**src/rtl/estop_pkg.sv**
```systemverilog
package estop_pkg;

  // Field positions inside the control/status word
  localparam int FLAG_POS = 12;
  localparam int IE_POS   = 8;
  localparam int HZ_POS   = 9;
  localparam int WORD_W   = 16;

  typedef enum logic [1:0] {
    MODE_EDGE  = 2'b00,
    MODE_RATEA = 2'b01,
    MODE_RATEB = 2'b10,
    MODE_RATEC = 2'b11
  } detMode_e;

  // control -> datapath
  typedef struct packed {
    detMode_e mode;
  } dpCtrl_t;

  // datapath -> control
  typedef struct packed {
    logic reqHit;
  } dpStat_t;

endpackage

```
**src/rtl/estop_datapath.sv**
```systemverilog
module estop_datapath
  import estop_pkg::*;
#(
  parameter int DIV_A   = 8,
  parameter int DIV_B   = 16,
  parameter int DIV_C   = 128,
  parameter int RUN_LEN = 16
) (
  input  logic    clk,
  input  logic    rstN,
  input  logic    pinN,
  input  dpCtrl_t ctrl,
  output dpStat_t stat
);

  localparam int RUN_W   = $clog2(RUN_LEN);
  localparam int N_RATES = 3;

  // two-stage synchronizer, idle level is high
  logic [1:0] syncQ;
  logic       prevPin;
  logic       syncPin;

  always_ff @(posedge clk) begin
    if (!rstN) begin
      syncQ   <= 2'b11;
      prevPin <= 1'b1;
    end else begin
      syncQ   <= {syncQ[0], pinN};
      prevPin <= syncQ[1];
    end
  end

  assign syncPin = syncQ[1];

  // one free-running divider per sampling rate
  logic [N_RATES-1:0] rateTick;

  for (genvar i = 0; i < N_RATES; i++) begin : g_rate
    localparam int DIV = (i == 0) ? DIV_A : (i == 1) ? DIV_B : DIV_C;
    localparam int DW  = $clog2(DIV);
    logic [DW-1:0] divCnt;

    always_ff @(posedge clk) begin
      if (!rstN) begin
        divCnt <= '0;
      end else if (divCnt == DW'(DIV - 1)) begin
        divCnt <= '0;
      end else begin
        divCnt <= divCnt + 1'b1;
      end
    end

    assign rateTick[i] = (divCnt == DW'(DIV - 1));
  end

  logic sampleStrobe;
  logic filtered;

  always_comb begin
    filtered = 1'b1;
    unique case (ctrl.mode)
      MODE_RATEA: sampleStrobe = rateTick[0];
      MODE_RATEB: sampleStrobe = rateTick[1];
      MODE_RATEC: sampleStrobe = rateTick[2];
      default: begin
        sampleStrobe = 1'b0;
        filtered     = 1'b0;
      end
    endcase
  end

  // consecutive-low run counter
  logic [RUN_W-1:0] runCnt;
  logic             runDone;

  assign runDone = sampleStrobe && !syncPin && (runCnt == RUN_W'(RUN_LEN - 1));

  always_ff @(posedge clk) begin
    if (!rstN || !filtered) begin
      runCnt <= '0;
    end else if (sampleStrobe) begin
      if (syncPin || runDone) begin
        runCnt <= '0;
      end else begin
        runCnt <= runCnt + 1'b1;
      end
    end
  end

  logic edgeHit;
  assign edgeHit = !filtered && prevPin && !syncPin;

  assign stat.reqHit = edgeHit || runDone;

endmodule

```
**src/rtl/estop_ctrl.sv**
```systemverilog
module estop_ctrl
  import estop_pkg::*;
(
  input  logic              clk,
  input  logic              rstN,
  input  logic              wrEn,
  input  logic              rdEn,
  input  logic [WORD_W-1:0] wrData,
  input  dpStat_t           stat,
  output dpCtrl_t           ctrl,
  output logic [WORD_W-1:0] rdData,
  output logic              irqReq,
  output logic              hizCmd
);

  detMode_e modeQ;
  logic     ieQ;
  logic     hzQ;
  logic     cfgLock;
  logic     flagQ;
  logic     readArmed;

  // configuration fields: one write after reset, then frozen
  always_ff @(posedge clk) begin
    if (!rstN) begin
      modeQ   <= MODE_EDGE;
      ieQ     <= 1'b0;
      hzQ     <= 1'b0;
      cfgLock <= 1'b0;
    end else if (wrEn && !cfgLock) begin
      modeQ   <= detMode_e'(wrData[1:0]);
      ieQ     <= wrData[IE_POS];
      hzQ     <= wrData[HZ_POS];
      cfgLock <= 1'b1;
    end
  end

  logic setEv;
  logic clrEv;

  assign setEv = stat.reqHit;
  assign clrEv = wrEn && !wrData[FLAG_POS] && readArmed && flagQ;

  // sticky flag, detection beats clear
  always_ff @(posedge clk) begin
    if (!rstN) begin
      flagQ <= 1'b0;
    end else if (setEv) begin
      flagQ <= 1'b1;
    end else if (clrEv) begin
      flagQ <= 1'b0;
    end
  end

  always_ff @(posedge clk) begin
    if (!rstN) begin
      readArmed <= 1'b0;
    end else if (clrEv && !setEv) begin
      readArmed <= 1'b0;
    end else if (rdEn && flagQ) begin
      readArmed <= 1'b1;
    end
  end

  always_comb begin
    rdData           = '0;
    rdData[1:0]      = modeQ;
    rdData[IE_POS]   = ieQ;
    rdData[HZ_POS]   = hzQ;
    rdData[FLAG_POS] = flagQ;
  end

  assign irqReq    = flagQ && ieQ;
  assign hizCmd    = flagQ && hzQ;
  assign ctrl.mode = modeQ;

  // reserved write bits are accepted and dropped
  logic unusedWr;
  assign unusedWr = ^{wrData[15:13], wrData[11:10], wrData[7:2]};

endmodule

```
**src/rtl/estop_detect.sv**
```systemverilog
module estop_detect
  import estop_pkg::*;
#(
  parameter int DIV_A   = 8,
  parameter int DIV_B   = 16,
  parameter int DIV_C   = 128,
  parameter int RUN_LEN = 16
) (
  input  logic        clk,
  input  logic        rstN,
  input  logic        pinN,
  input  logic        wrEn,
  input  logic        rdEn,
  input  logic [15:0] wrData,
  output logic [15:0] rdData,
  output logic        irqReq,
  output logic        hizCmd
);

  dpCtrl_t dpCtrl;
  dpStat_t dpStat;
  logic    reqHit;

  estop_datapath #(
    .DIV_A  (DIV_A),
    .DIV_B  (DIV_B),
    .DIV_C  (DIV_C),
    .RUN_LEN(RUN_LEN)
  ) u_dp (
    .clk (clk),
    .rstN(rstN),
    .pinN(pinN),
    .ctrl(dpCtrl),
    .stat(dpStat)
  );

  estop_ctrl u_ctrl (
    .clk   (clk),
    .rstN  (rstN),
    .wrEn  (wrEn),
    .rdEn  (rdEn),
    .wrData(wrData),
    .stat  (dpStat),
    .ctrl  (dpCtrl),
    .rdData(rdData),
    .irqReq(irqReq),
    .hizCmd(hizCmd)
  );

  assign reqHit = dpStat.reqHit;

endmodule

```
**config.mk**
```make
export PLATFORM = sky130hd
export DESIGN_NAME = estop_detect
export DESIGN_NICKNAME = d
export VERILOG_FILES = /design/src/rtl/estop_pkg.sv /design/src/rtl/estop_datapath.sv /design/src/rtl/estop_ctrl.sv /design/src/rtl/estop_detect.sv
export SDC_FILE = /design/constraint.sdc
export NUM_CORES = 1
export LEC_CHECK = 0
export BUFFER_PORTS_ARGS = -buffer_cell sky130_fd_sc_hd__buf_4
export CORE_MARGIN = 2
export CORE_UTILIZATION = 31
export CTS_BUF_LIST = sky130_fd_sc_hd__clkbuf_8
export DETAILED_ROUTE_END_ITERATION = 16
export GPL_TIMING_DRIVEN = 0
export PLACE_DENSITY = 0.56
export SYNTH_ARGS = -nofsm -noshare
export SYNTH_HDL_FRONTEND = slang
export SYNTH_SLANG_ARGS = --single-unit
export TNS_END_PERCENT = 100
```
**constraint.sdc**
```tcl
create_clock -name clk -period 2 [get_ports clk]
set_clock_uncertainty 0.05 [all_clocks]
set_input_delay 0.4 -clock clk [delete_from_list [all_inputs] [get_ports clk]]
set_output_delay 0.4 -clock clk [all_outputs]
set_load 0.02 [all_outputs]
```
After elaboration in Yosys (flattened, before gate mapping)
Index checks and enable logic that the tools add are counted.
- bits of input ports: 21
- register bits after elaboration: 28
- output and inout port bits: 18
- add/sub/neg operators: 4
- equal/unequal tests: 7
- bitwise operators: 1
- reductions and logical operators: 27
- multiplexer cells: 5
- operators with widths (kind ; count):
    logical AND 1 bit ; 12
    adder 4 x 1 -> 4 bit, second input constant ; 2
    == test 4 bit, second input constant ; 2
    OR reduction 2 bit ; 4
    adder 7 x 1 -> 7 bit, second input constant ; 1
    == test 7 bit, second input constant ; 1
    logical NOT 1 bit ; 6
    == test 2 bit, second input constant ; 2
    two-way mux 4 bit ; 1
    adder 3 x 1 -> 3 bit, second input constant ; 1
    == test 3 bit, second input constant ; 1
    logical OR 1 bit ; 3
    two-way mux 1 bit ; 3
    case mux 1 bit (3 select lines) ; 1
    OR reduction 3 bit ; 1
    == test 2 x 1 -> 1 bit, second input constant ; 1
    nonzero test 2 bit ; 1
    NOT 1 bit ; 1

Depth between registers and ports, before layout
- depth in word-level cells: 10
- depth in mapped cells: 6

Modules after synthesis
From an unflattened synthesis, not the netlist that was laid out.
- cell total of the unflattened synthesis: 137
- area total of the unflattened synthesis: 1315.0 um2
- by module, submodules not included (module ; seq. area each (um2) ; instances ; area an instance (um2) ; cells each):
    estop_datapath ; 420.4 ; 1 ; 899.6 ; 93
    estop_ctrl ; 140.1 ; 1 ; 415.4 ; 44

Worst setup path after synthesis
Ideal clock, no wire load.
- path type: register to register
- from: register u_dp.g_rate[2].divCnt[0]
- to: register u_dp.runCnt[2]
- buffers on the path: 1
- stages on the path, launching flop included: 7
- path slack: 499 ps
- period minus slack after synthesis: 1501 ps
- data arrival time: 1334 ps
- cell sequence: dfxtp_1 > ha_1 > and3_1 > buf_4 > and4_4 > o22ai_2 > a32o_1
- word-level cells in the longest chain between the ends: 6
- RTL lines (item ; RTL line ; text):
    from (decl) ; estop_datapath.sv:42 ; logic [DW-1:0] divCnt;
    from (signal assigned) ; estop_datapath.sv:50 ; divCnt <= divCnt + 1'b1;
    == test 7 bit (*) ; estop_datapath.sv:54 ; assign rateTick[i] = (divCnt == DW'(DIV - 1));
    case mux 1 bit (3 select lines) (*) ; estop_datapath.sv:62 ; unique case (ctrl.mode)
    logical AND 1 bit (2 in a row) ; estop_datapath.sv:77 ; assign runDone = sampleStrobe && !syncPin && (runCnt == RUN_W'(RUN_LEN - 1));
    logical OR 1 bit ; estop_datapath.sv:83 ; if (syncPin || runDone) begin
    two-way mux 4 bit ; estop_datapath.sv:83 ;
    to (signal assigned) ; estop_datapath.sv:86 ; runCnt <= runCnt + 1'b1;
    to (decl) ; estop_datapath.sv:74 ; logic [RUN_W-1:0] runCnt;
Every way passes the cells marked *; elsewhere a longest branch is shown, timed or not.
A chain may end at the register's enable or synchronous reset.

Worst setup path in the final report
- from: register u_dp.g_rate[1].divCnt[0]
- to: register u_dp.runCnt[3]
- word-level cells in the longest chain between the ends: 6
- RTL lines (item ; RTL line):
    from (decl) ; estop_datapath.sv:42
    from (signal assigned) ; estop_datapath.sv:50
    == test 4 bit (*) ; estop_datapath.sv:54
    case mux 1 bit (3 select lines) (*) ; estop_datapath.sv:62
    logical AND 1 bit (2 in a row) ; estop_datapath.sv:77
    logical OR 1 bit ; estop_datapath.sv:83
    two-way mux 4 bit ; estop_datapath.sv:83
Marks and branches as above.

==> impl_metrics.csv <==
group,metric,value,unit
timing,rsz0062_at_grt,"no",
synth,synthArstFlopShare,0,%
final_layout,seq_area,561,um2
synth,postSynthCellCount,140,
route,via_count,1013,
synth,synth_edf_count,0,
synth,synthesis.area,1290,um2
synth,yosys_warnings,0,
worst_hold_path,hp-start,"pinN",
critical_path,cp_slowest_stage_delay,0.38,ns
die,chipHeight,68.6,um
final_layout,syn_to_final_growth,22.5,%
clock_tree,clk-insertion-delay-late,0.28,ns
route,wl,2.40,mm
clock_tree,cts_tree,"yes",
run,drv_cap,0,
die,die_x,68.6,um
die,num_rows,23,
route,drt_iter0_markers,19,
clock_tree,clk_pin_slew_worst_paths,0.09,ns
route,drt-vias-per-instance,4.60,
timing,timing.fmax,0.613,GHz
global_routing,first_global_vias,898,
global_routing,antenna_found_initial,0,
synth,synth-seq-cells,28,
global_routing,use_met3,2.60,%
pwr,power_leakage,0.000675,uW
placed_design,dp_hpwl,1.83,mm
die,ios,39,
final_layout,final_cell_mix,"buf_4 (31), dfxtp_1 (28), nor2_1 (18), conb_1 (11), a21oi_1 (8)",
die,die_area,4710,um2
global_routing,met1_usage,12.7,%
critical_path,worstReg2RegStart,"u_dp.g_rate[1].divCnt[0]",
final_layout,fin_util,39.7,%
global_routing,grt_overflow,0,
clock_tree,cts_hold_buf,0,
timing,setup_viol,0,
final_layout,multi_input_area,636,um2
die,core_area,4000,um2
route,wl_per_cell,10.9,um
clock_tree,cts_num_sinks,28,
die,initial_core_util,32.4,%
status,status,"finished, final reports clean",
global_routing,grt_start_max_net_pins,17,
critical_path,crit_family,"compound AO/OA/AOI/OAI gates",
global_routing,busiest_layer,"met2",
clock_tree,cts_buffers,3,
critical_path,crit_arrival,1.75,ns
final_layout,layout_commonest_cell,"buf_4",
pwr,power_density,746,nW/um2
critical_path,crit_required,2.12,ns
critical_path,worst-path-buf-inv,0,
clock_tree,ctsResizeCount,0,
timing,drv_slew,0,
timing,tightest_slew,0.528,ns
route,antenna_left,0,
placed_design,place_congestion,0.736,
timing,hold_viol_final,0,
synth,ys.flop_type,"dfxtp_1",
route,dr.pass1.iters,4,
critical_path,critPathSlowestCell,"dfxtp_1",
critical_path,end_kind,"flip-flop",
final_layout,drive_above_1_share,24.1,%
pwr,ir_drop,0.389,mV
synth,synth_cell_types,35,
clock_tree,post_cts_buffers,0,
synth,avgSynthCellArea,9.25,um2
final_layout,postLayoutCellArea,1590,um2
timing,post-route-period-util,81.6,%
critical_path,start_kind,"flip-flop",
critical_path,cp-startpoint,"u_dp.g_rate[1].divCnt[0]",
global_routing,grtUsageTotal,11.2,%
critical_path,crit_fanout,5,
timing,slew-limit-headroom,64.4,%
final_layout,nets,197,
route,drc,0,
placed_design,dp_slack,0.387,ns
global_routing,grt_pass1_wl,3.95,mm
placed_design,place_area,1520,um2
global_routing,grt.met2_usage,19.6,%
clock_tree,root_buffer,"clkbuf_8",
critical_path,path_cells,"ha_1 -> nand4_1 -> o21ai_2 -> o21ai_1 -> a32o_1",
timing,setup_ws,0.368,ns
synth,ys_seq_area_share,43.3,%
final_layout,num-fill-cells,400,
final_layout,num_antenna_cells,0,
placed_design,portBuffers,16,
timing,min_period,1.63,ns
worst_hold_path,hold_path_class,"in -> reg",
critical_path,crit_type,"reg -> reg",
clock_tree,cts_buffer_depth,2,
clock_tree,h-tree-depth,1,
timing,fin_tns_setup,0,ns
==> cells by family (layout without fill, tap and decap cells) <==
logic type	count (synthesis)	count (layout)	synth area share (%)
flops	28	28	43.3
xor+xnor	6	6	4.06
fa+ha+maj	5	5	4.83
compound gates	21	21	11.5
other cells	1	11	0.290
simple gates	54	54	22.4
buf+inv	21	41	10.5
mux	4	4	3.09
==> where the power goes <==
part / total [uW] / internal (uW) / switching, uW
clock: 445 / 268 / 177
sequential: 603 / 583 / 20.2
combinational: 136 / 66.6 / 69.2
==> registers in the layout (all words and copies together), names as in the netlist <==
register and count:
u_ctrl.readArmed 1, u_dp.runCnt 4, u_ctrl.ctrl 2, u_dp.g_rate.divCnt 14, u_ctrl.cfgLock 1, u_dp.prevPin 1
u_dp.syncQ 2, u_ctrl.ieQ 1, u_ctrl.flagQ 1, u_ctrl.hzQ 1
==> cell usage after synthesis, drive strengths merged, types with 4 or more instances <==
cell type	n	area, um2
a21oi	8	40.0
and3	4	25.0
buf	16	118
dfxtp	28	561
ha	5	62.6
mux2i	4	40.0
nand2	5	18.8
nand3	7	35.0
nor2	18	67.6
o21ai	5	32.5
xnor2	4	35.0
==> worst reg2reg max path: cells and delay by family (launching register included) <==
family | cells | cell delay [ns]
flops | 1 | 0.38
simple gates | 1 | 0.17
fa+ha+maj | 1 | 0.24
compound gates | 3 | 0.68
==> final cells by class <==
cell class	count	area share (%)
Buffer	18	7.89
Sequential cell	28	35.3
Clock inverter	1	1.89
Tap cell	50	3.94
Timing Repair Buffer	16	7.57
Inverter	3	0.710
Clock buffer	3	2.60
Multi-Input combinational cell	101	40.1
==> worst paths after layout <==
check	endpoint	slack, ns	cells after the start
worst max-delay path	u_dp.runCnt[3]	0.37	5
worst min-delay path	u_dp.syncQ[0]	0.25	2
worst max register to register	u_dp.runCnt[3]	0.37	5
worst min register to register	u_dp.syncQ[1]	0.36	1
==> per-layer routing <==
layer	wire length, um	vias to the layer above	share of wire (%)
met5	0	-	0
met4	38	0	1.6
li1	-	520	-
met3	83	4	3.5
met2	1230	19	51
met1	1060	470	44
==> stage by stage <==
step | power, uW | hold WS [ns] | std cells
2_1_floorplan | 710 | 0.336 | 150
3_3_place_gp | 748 | 0.340 | 216
3_5_place_dp | 753 | 0.343 | 216
4_1_cts | 1200 | 0.247 | 220
5_1_grt | 1250 | 0.257 | 220
6_report | 1180 | 0.254 | 220
Note: power is estimated with default switching activity, not from simulation.
